[src/rtl/sync_timing_pkg.sv]
package sync_timing_pkg;

  // Field order matches the bit layout software writes.
  typedef struct packed {
    logic [1:0] pix_adj;  // [7:6] sync-to-pixel alignment
    logic [1:0] fsel;     // [5:4] mode 1: bit 4 offset; mode 2: vertical width
    logic [1:0] fdly;     // [3:2] horizontal-to-field delay
    logic [1:0] hwid;     // [1:0] horizontal width
  } tcfg_t;

  localparam int unsigned PW_W = 8;
  localparam int unsigned DL_W = 5;

  function automatic logic [PW_W-1:0] width_of(input logic [1:0] code);
    case (code)
      2'd0:    width_of = PW_W'(1);
      2'd1:    width_of = PW_W'(4);
      2'd2:    width_of = PW_W'(16);
      default: width_of = PW_W'(128);
    endcase
  endfunction

  function automatic logic [DL_W-1:0] delay_of(input logic [1:0] code);
    case (code)
      2'd0:    delay_of = DL_W'(0);
      2'd1:    delay_of = DL_W'(4);
      2'd2:    delay_of = DL_W'(8);
      default: delay_of = DL_W'(16);
    endcase
  endfunction

endpackage

[src/rtl/sync_cfg_reg.sv]
module sync_cfg_reg
  import sync_timing_pkg::*;
(
  input  logic       clk,
  input  logic       rst_n,
  input  logic       wr,
  input  logic [7:0] wdata,
  input  logic       commit,
  output tcfg_t      shadow,
  output tcfg_t      active
);

  tcfg_t shadow_nxt, active_nxt;

  always_comb begin
    shadow_nxt = shadow;
    active_nxt = active;
    if (wr)     shadow_nxt = tcfg_t'(wdata);
    if (commit) active_nxt = shadow;
  end

  always_ff @(posedge clk or negedge rst_n) begin
    if (!rst_n) begin
      shadow <= '0;
      active <= '0;
    end else begin
      shadow <= shadow_nxt;
      active <= active_nxt;
    end
  end


  wr_readback_chk: assert property (@(posedge clk) disable iff (!rst_n)
    wr |=> shadow == $past(wdata));


  hold_until_commit_chk: assert property (@(posedge clk) disable iff (!rst_n)
    !commit |=> $stable(active));

endmodule

[src/rtl/sync_pulse_ctr.sv]
module sync_pulse_ctr #(
  parameter int unsigned CW = 8
) (
  input  logic          clk,
  input  logic          rst_n,
  input  logic          load,
  input  logic [CW-1:0] width,
  output logic          pulse_n
);

  logic [CW-1:0] cnt, cnt_nxt;

  always_comb begin
    cnt_nxt = cnt;
    if (load)          cnt_nxt = width;
    else if (cnt != 0) cnt_nxt = cnt - CW'(1);
  end

  always_ff @(posedge clk or negedge rst_n) begin
    if (!rst_n) cnt <= '0;
    else        cnt <= cnt_nxt;
  end

  assign pulse_n = (cnt == '0);


  steady_countdown_chk: assert property (@(posedge clk) disable iff (!rst_n)
    (!load && !pulse_n) |=> (cnt == $past(cnt) - CW'(1)));

endmodule

[src/rtl/sync_field_ctl.sv]
module sync_field_ctl
  import sync_timing_pkg::*;
#(
  parameter int unsigned OFFSET_CLKS = 864
) (
  input  logic  clk,
  input  logic  rst_n,
  input  logic  hstart,
  input  logic  field_start,
  input  logic  mode2_sel,
  input  tcfg_t cfg,
  output logic  vs_load,
  output logic  fld
);

  localparam int unsigned DCW = $clog2(OFFSET_CLKS + 17);

  logic           pend, pend_nxt;
  logic [DCW-1:0] dcnt, dcnt_nxt;
  logic           fld_nxt;
  logic [DCW-1:0] dly_tot;
  logic           go, fire;

  assign dly_tot = DCW'(delay_of(cfg.fdly))
                 + ((!mode2_sel && cfg.fsel[0]) ? DCW'(OFFSET_CLKS) : '0);
  assign go      = hstart && pend;
  assign fire    = (go && (dly_tot == '0)) || (dcnt == DCW'(1));
  assign vs_load = fire && mode2_sel;

  always_comb begin
    pend_nxt = field_start || (pend && !hstart);
    dcnt_nxt = dcnt;
    if (go && (dly_tot != '0)) dcnt_nxt = dly_tot;
    else if (dcnt != '0)       dcnt_nxt = dcnt - DCW'(1);
    fld_nxt = (fire && !mode2_sel) ? !fld : fld;
  end

  always_ff @(posedge clk or negedge rst_n) begin
    if (!rst_n) begin
      pend <= 1'b0;
      dcnt <= '0;
      fld  <= 1'b0;
    end else begin
      pend <= pend_nxt;
      dcnt <= dcnt_nxt;
      fld  <= fld_nxt;
    end
  end


  field_level_hold_chk: assert property (@(posedge clk) disable iff (!rst_n)
    (mode2_sel || !fire) |=> $stable(fld));


  delay_runs_down_chk: assert property (@(posedge clk) disable iff (!rst_n)
    (!go && dcnt != '0) |=> (dcnt == $past(dcnt) - DCW'(1)));

endmodule

[src/rtl/sync_pulse_gen.sv]
module sync_pulse_gen
  import sync_timing_pkg::*;
#(
  parameter int unsigned PIX_W       = 8,
  parameter int unsigned OFFSET_CLKS = 864
) (
  input  logic             clk,
  input  logic             rst_n,
  input  logic             line_start,
  input  logic             field_start,
  input  logic             mode2_sel,
  input  logic             reg_wr,
  input  logic [7:0]       reg_wdata,
  output logic [7:0]       reg_rdata,
  input  logic [PIX_W-1:0] pix_in,
  output logic [PIX_W-1:0] pix_out,
  output logic             hsync_n,
  output logic             field_vsync
);

  localparam int unsigned ADJ_TAPS = 4;

  // Reset: asserted asynchronously, released on a clock edge.
  logic [1:0] rst_pipe;
  logic       rst_sn;
  always_ff @(posedge clk or negedge rst_n) begin
    if (!rst_n) rst_pipe <= 2'b00;
    else        rst_pipe <= {rst_pipe[0], 1'b1};
  end
  assign rst_sn = rst_pipe[1];

  tcfg_t shadow, active;

  sync_cfg_reg u_cfg (
    .clk    (clk),
    .rst_n  (rst_sn),
    .wr     (reg_wr),
    .wdata  (reg_wdata),
    .commit (line_start),
    .shadow (shadow),
    .active (active)
  );
  assign reg_rdata = shadow;

  // Line-start alignment taps.
  logic [ADJ_TAPS-1:0] ls_d, ls_q;
  assign ls_d[0] = line_start;
  for (genvar g = 1; g < ADJ_TAPS; g++) begin : g_tap
    assign ls_d[g] = ls_q[g-1];
  end

  logic [PIX_W-1:0] pix_q;
  always_ff @(posedge clk or negedge rst_sn) begin
    if (!rst_sn) begin
      ls_q  <= '0;
      pix_q <= '0;
    end else begin
      ls_q  <= ls_d;
      pix_q <= pix_in;
    end
  end
  assign pix_out = pix_q;

  logic hstart;
  assign hstart = ls_q[active.pix_adj];

  sync_pulse_ctr #(.CW(PW_W)) u_hs (
    .clk     (clk),
    .rst_n   (rst_sn),
    .load    (hstart),
    .width   (width_of(active.hwid)),
    .pulse_n (hsync_n)
  );

  logic vs_load, fld, vsync_n;

  sync_field_ctl #(.OFFSET_CLKS(OFFSET_CLKS)) u_fld (
    .clk         (clk),
    .rst_n       (rst_sn),
    .hstart      (hstart),
    .field_start (field_start),
    .mode2_sel   (mode2_sel),
    .cfg         (active),
    .vs_load     (vs_load),
    .fld         (fld)
  );

  sync_pulse_ctr #(.CW(PW_W)) u_vs (
    .clk     (clk),
    .rst_n   (rst_sn),
    .load    (vs_load),
    .width   (width_of(active.fsel)),
    .pulse_n (vsync_n)
  );

  assign field_vsync = mode2_sel ? vsync_n : fld;


  hsync_lead_edge_chk: assert property (@(posedge clk) disable iff (!rst_sn)
    $fell(hsync_n) |-> $past(hstart));


  pix_delay_chk: assert property (@(posedge clk) disable iff (!rst_sn)
    1'b1 |=> pix_out == $past(pix_in));

endmodule

[config.mk]
export PLATFORM = sky130hd
export DESIGN_NAME = sync_pulse_gen
export DESIGN_NICKNAME = d
export VERILOG_FILES = /design/src/rtl/sync_timing_pkg.sv /design/src/rtl/sync_cfg_reg.sv /design/src/rtl/sync_pulse_ctr.sv /design/src/rtl/sync_field_ctl.sv /design/src/rtl/sync_pulse_gen.sv
export SDC_FILE = /design/constraint.sdc
export NUM_CORES = 1
export LEC_CHECK = 0
export ABC_CLOCK_PERIOD_IN_PS = 1840
export BUFFER_PORTS_ARGS = -buffer_cell sky130_fd_sc_hd__buf_2
export CAP_MARGIN = 0
export CORE_MARGIN = 3
export CORE_UTILIZATION = 25
export DETAILED_ROUTE_END_ITERATION = 8
export HOLD_SLACK_MARGIN = 0.06
export PLACE_DENSITY_LB_ADDON = 0.3
export SLEW_MARGIN = 20
export SYNTH_ARGS = -nofsm -noshare
export SYNTH_HDL_FRONTEND = slang
export SYNTH_SLANG_ARGS = --single-unit
[constraint.sdc]
create_clock -name clk -period 1.84 [get_ports clk]
set_input_delay 0.368 -clock clk [delete_from_list [all_inputs] [get_ports clk]]
set_output_delay 0.368 -clock clk [all_outputs]
set_load 0.02 [all_outputs]
== After elaboration in Yosys (flattened, before gate mapping) ==
Index checks and enable logic that the tools add are counted.
Storage, ports and cells
  output and inout bits: 18
  latch bits: 0
  word-level logic and storage cells: 66
  flip-flop bits (word level): 58
  bits in read-only memories: 0
  memory bits (writable): 0
  memories: 0
Cells by class
  reduce and logical (&&, ||, !) cells: 25
  bitwise logic cells: 0
  order comparisons: 1
  equal/unequal tests: 7
  div/mod/pow operators: 0
  multiplexer cells: 13
  add/subtract/negate cells: 4
  shift-type cells: 0
  multipliers: 0
Operators by type and width (count)
  $pmux W8 S3: 2
  $mux W8: 4
  $mux W10: 3
  $reduce_bool A10 Y1: 2
  $logic_not A8 Y1: 2
  $reduce_bool A8 Y1: 2
  $sub A8 B1 Y8 const B: 2
  $pmux W5 S3: 1
  $add A5 B10 Y10: 1
  $eq A10 B1 Y1 const B: 1
  $logic_not A10 Y1: 1
  $sub A10 B1 Y10 const B: 1
  $logic_and A1 B1 Y1: 7
  $eq A2 B1 Y1 const B: 3
  $eq A2 B2 Y1 const B: 3
  $logic_not A2 Y1: 3
  $reduce_bool A2 Y1: 3
  $logic_not A1 Y1: 3
  $lt A2 B3 Y1 const B: 1
  $bmux W1 S2: 1
  $logic_or A1 B1 Y1: 2
  $mux W1: 2

== Longest topological paths before layout ==
  word-level depth: 9
  depth in mapped cells: 7
  gate-level depth less buffers: 7

== By module ==
A second synthesis with hierarchy kept.
Unflattened totals
  cells, all modules: 245
  area total of the unflattened synthesis: 2790.2 um2
Modules (own cells, without submodules)
  sync_pulse_ctr: cells an instance 54, times used 2, sequential area each 200.2 um2, area each 476.7 um2
  sync_field_ctl: cells an instance 77, times used 1, sequential area each 300.3 um2, area each 737.0 um2
  sync_cfg_reg: cells an instance 34, times used 1, sequential area each 400.4 um2, area each 663.1 um2
  sync_pulse_gen: cells an instance 26, times used 1, sequential area each 350.3 um2, area each 436.7 um2

== Worst setup path before layout ==
No wires, ideal clock.
  path kind: register -> register
  from: register u_vs.cnt[0]
  to: register u_vs.cnt[0]
  cell stages (with the launch flop): 7
  data required time: 1715 ps
  arrival: 1604 ps
  path buffers: 0
  setup time: 125 ps
  clock period less this slack: 1729 ps
  slack: 111 ps
  cells stage by stage: dfrtp_1 -> inv_1 -> ha_1 -> nor4b_1 -> nand2_1 -> xnor2_1 -> mux2_4
On the way
  cells in the longest elaborated chain, start to end: 3
  elaborated cells between the ends (all ways): 5
  those cells by class: add/sub (1); mux (2); reduce/logical (2)
RTL lines
  start: declaration: RTL line sync_pulse_ctr.sv:11  | logic [CW-1:0] cnt, cnt_nxt;
  start signal: assignment: RTL line sync_pulse_ctr.sv:21  | else cnt <= cnt_nxt;
  $sub A8 B1 Y8: RTL line sync_pulse_ctr.sv:16  | else if (cnt != 0) cnt_nxt = cnt - CW'(1);
  $mux W8: RTL line sync_pulse_ctr.sv:16
  $mux W8: RTL line sync_pulse_ctr.sv:15  | if (load) cnt_nxt = width;
Several ways; a longest one is shown, not always the timed one. The select of a mux whose other input is x is not followed.
A chain may end at the register's enable or synchronous reset.

== Worst setup path after layout ==
  from: register u_vs.cnt[3]
  to: output port field_vsync
On the way
  cells in the longest elaborated chain, start to end: 2
RTL lines
  $logic_not A8 Y1: RTL line sync_pulse_ctr.sv:24  | assign pulse_n = (cnt == '0);
  $mux W1: RTL line sync_pulse_gen.sv:96  | assign field_vsync = mode2_sel ? vsync_n : fld;
  end: declaration: RTL line sync_pulse_gen.sv:18  | output logic field_vsync
Every way passes these cells.

==> summary.md <==
| Metric | Value |
|---|---|
| Dpl ws | around 0.061 ns |
| Top area cells in the synthesized netlist | dfrtp_1 54%, mux2_2 5.8%, ha_1 3.7%, mux2i_1 2.6%, nor2_1 2.4% |
| Max_cap viols | 0 |
| Status | complete, but fails checks |
| Crit path max fanout | 5 |
| Initial Util | 0.259 |
| WP depth | 4 |
| Leakage power | 0.00159 uW |
| RePlAce Congestion | about 0.75 |
| Critical path cell sequence | nor3_1, nand3_2, o21ai_2, buf_6 |
| DR WL/cell | ~13 microns |
| Reg area | 1450 sq um |
| FF+latch count, synth | 58 |
| CP arrival | 1.56 ns |
| Die Wd | 110 microns |
| Layout cells sized above 1 | 0.379 |
| Num rows | 37 |
| Leading area contributor after synthesis | dfrtp_1 |
| Final Max Slew Viols | 0 |
| Hold WC Path Type | input port to register |
| Crit path max-delay family | simple AND/OR/NAND/NOR gates |
| Final setup margin | -0.0929 ns |
| Startpoint types | register |
| Clock sinks | between 50 and 60 |
| CP max stage cell | nor3_1 |
| Fmax | 517 MHz |
| Worst Hold Depth | 1 |
| Total grt overflow | 0 |
| DP HPWL | 4010 microns |
| Endpoints failing setup | 1 |
| Initial antenna violation count | 0 |
| Pwr Total | about 5200 uW |
| Unique cell type count in the Yosys netlist | 47 |
| Synth warn | 0 |
| Top-count cell post-synth | dfrtp_1 |
| Critical path endpoint category | primary output |
| DR vias | 1997 |
| Slew @ Worst Pin | 0.497 ns |
| CTS Buf Count | 9 |
| Vias per cell | between 4 and 5 |
| Clk root buf | clkbuf_8 |
| DRT Pass-1 Iters | 4 |
| Post-synthesis sequential area ratio | 0.537 |
| Worst skew pair latency | about 0.33 ns |
| Largest net degree at the start of global routing | 34 |
| Syn avg cell area | 11.5 sq um |
| Post-synth ARST share | 1.00 |
| Area of the multi-input gates | 1220 sq um |
| Final Skew | 0.00643 ns |
| Worst setup path class | register to primary output |
| Dpl cells | about 420 |
| Net count, final | between 300 and 400 |
| Synth Flop Type | dfrtp_1 |
| Clock Pin Slew Worst Setup and Hold Paths | 0.07 ns |
| Crit path buf inv count | 1 |
| Die H | 110 microns |
| Syn Inst Count | 234 |
| Worst EP required | ~1.5 ns |
| # port buffers | 39 |
| Final cell count without fillers | 450 |
| Fill cell count | 1073 |
| Drt first-iter violations | 84 |
| Final hold vios | 0 |
| Fin crit share | 1.05 |
| DRC violations left | 0 |
| DP Area | roughly 3100 sq um |
| Netlist Area Pre-Place | 2700 sq um |
| Bufs on Longest Clock Path | 2 |
| Post-synth EDFFs | 0 |
| Max transition margin | 0.666 |
| Ant diodes | 0 |
| Total GRT Usage | 0.107 |
| H-tree levels | 3 |
| Fin area | 3540 sq um |
| TritonCTS clock tree | done |
| Top post-synthesis cells by count | 58 x dfrtp_1, 17 x nor2_1, 16 x inv_1 |
| DIE AREA | 12100 sq um |
| Vias in the first global route | 2077 |
| Wirelength, routed | between 5000 and 6000 microns |
| First-pass GRT wire length | 9690 microns |
| Unrepaired setup endpoints after global routing | yes |
| Slowest Stage Delay on Critical Path | 0.45 ns |
| Area Overhead vs Synth | 30.9% |
| Max rail drop VDD | 0.701 mV |
| Mapped Nets | 264 |
| Core Box Area | 10400 sq um |
| Reg2Reg Depth | 9 |
| Share of the synthesized area in the top cell type | 0.537 |
| Pwr Density | 1480 nW/um^2 |
| Post-layout minimum cycle time | a little under 2 ns |
| Failing checks | negative setup slack |
| I/O Pins | 40 |
| Routed Antenna Nets | 0 |
==> worst reg2reg max path, cell delays in order, from the launching register on <==
cell and delay, ns:
dfrtp_1 0.39, inv_2 0.09, ha_4 0.14, nor4b_4 0.19, buf_4 0.15, buf_4 0.09, buf_4 0.10, nand2_1 0.08
xnor2_1 0.18, mux2_4 0.27
==> cell usage in the layout (no fill, tap or decap), types with 3 or more instances in the layout <==
| cell type | instances |
|---|---|
| a21oi_1 | 10 |
| a31oi_1 | 3 |
| buf_2 | 37 |
| buf_4 | 30 |
| buf_6 | 3 |
| clkbuf_1 | 3 |
| clkbuf_8 | 9 |
| dfrtp_1 | 57 |
| ha_1 | 6 |
| inv_1 | 11 |
| inv_2 | 5 |
| mux2_2 | 14 |
| mux2i_1 | 7 |
| nand2_1 | 14 |
| nand2b_1 | 4 |
| nand3_1 | 8 |
| nand3b_1 | 4 |
| nor2_1 | 17 |
| nor3_1 | 3 |
| o21ai_0 | 6 |
| o31ai_1 | 4 |
| or3_1 | 4 |
| or4_1 | 3 |
| xnor2_1 | 7 |
| xor2_1 | 4 |
==> routing by layer <==
metal	track usage	vias to the layer above	share of wire	routed length (microns)
met3	0.0280	12	0.036	209
met4	0.0632	0	0.025	148
li1	-	977	-	-
met5	0	-	0	0
met2	0.162	43	0.47	2720
met1	0.136	965	0.47	2730
==> metrics by stage <==
stage	utilization	hold slack [ns]	TNS [ns]
6_report	0.340	0.139	-0.0929
5_1_grt	0.340	0.123	-0.286
4_1_cts	0.333	0.128	-0.0767
3_5_place_dp	0.301	0.156	0
3_3_place_gp	0.301	0.152	0
2_1_floorplan	-	0.0724	0
==> where the power goes <==
group / switching (uW) / leakage, uW / internal (uW)
registers: 377 / 0.000700 / 1610
clock network: 491 / 0.0000864 / 617
logic: 1010 / 0.000805 / 1130
==> final timing paths <==
| kind | slack, ns | from | endpoint |
|---|---|---|---|
| max | -0.09 | u_vs.cnt[3] | field_vsync |
| min reg2reg | 0.25 | rst_pipe[1] | pix_out[1] |
| max reg2reg | 0.06 | u_vs.cnt[0] | u_vs.cnt[0] |
| min | 0.14 | pix_in[3] | pix_out[3] |
| min in group asynchronous | 0.25 | rst_pipe[1] | pix_out[1] |
| max in group asynchronous | 1.23 | rst_pipe[1] | u_fld.dcnt[7] |
==> kinds of logic (layout without fill, tap and decap cells) <==
logic type / count (synthesis) / after routing / synth area share
xor+xnor: 11 / 11 / 0.0356
simple gates: 74 / 74 / 0.164
compound gates: 37 / 37 / 0.0926
flops: 58 / 58 / 0.537
mux: 23 / 23 / 0.0981
other cells: 1 / 1 / 0.00139
fa+ha+maj: 8 / 8 / 0.0370
buf+inv: 22 / 102 / 0.0343
==> sequential cells by signal, indices dropped and copies added, names as in the netlist <==
signal / count
u_fld.fld: 1
u_cfg.active: 8
pix_out: 8
u_vs.cnt: 8
ls_q: 4
u_hs.cnt: 8
u_fld.dcnt: 10
u_fld.pend: 1
u_cfg.shadow: 8
rst_pipe: 2
==> layout make-up <==
| type | instances | area share |
|---|---|---|
| flip-flops and latches | 58 | 0.411 |
| well taps | 136 | 0.0481 |
| inverters | 16 | 0.0170 |
| clock buffers | 12 | 0.0382 |
| repair buffers | 71 | 0.128 |
| clock inverters | 3 | 0.0120 |
| multi-input cells | 154 | 0.346 |
==> timing repair <==
action	in CTS	in global routing
pin swaps	2	4
setup buffers	11	7
resized for setup	16	7
gates cloned	0	0
hold endpoints to repair	2	0
endpoints found under the setup margin	2	8
hold buffers	1	0
Power figures use the tool's default switching activity.
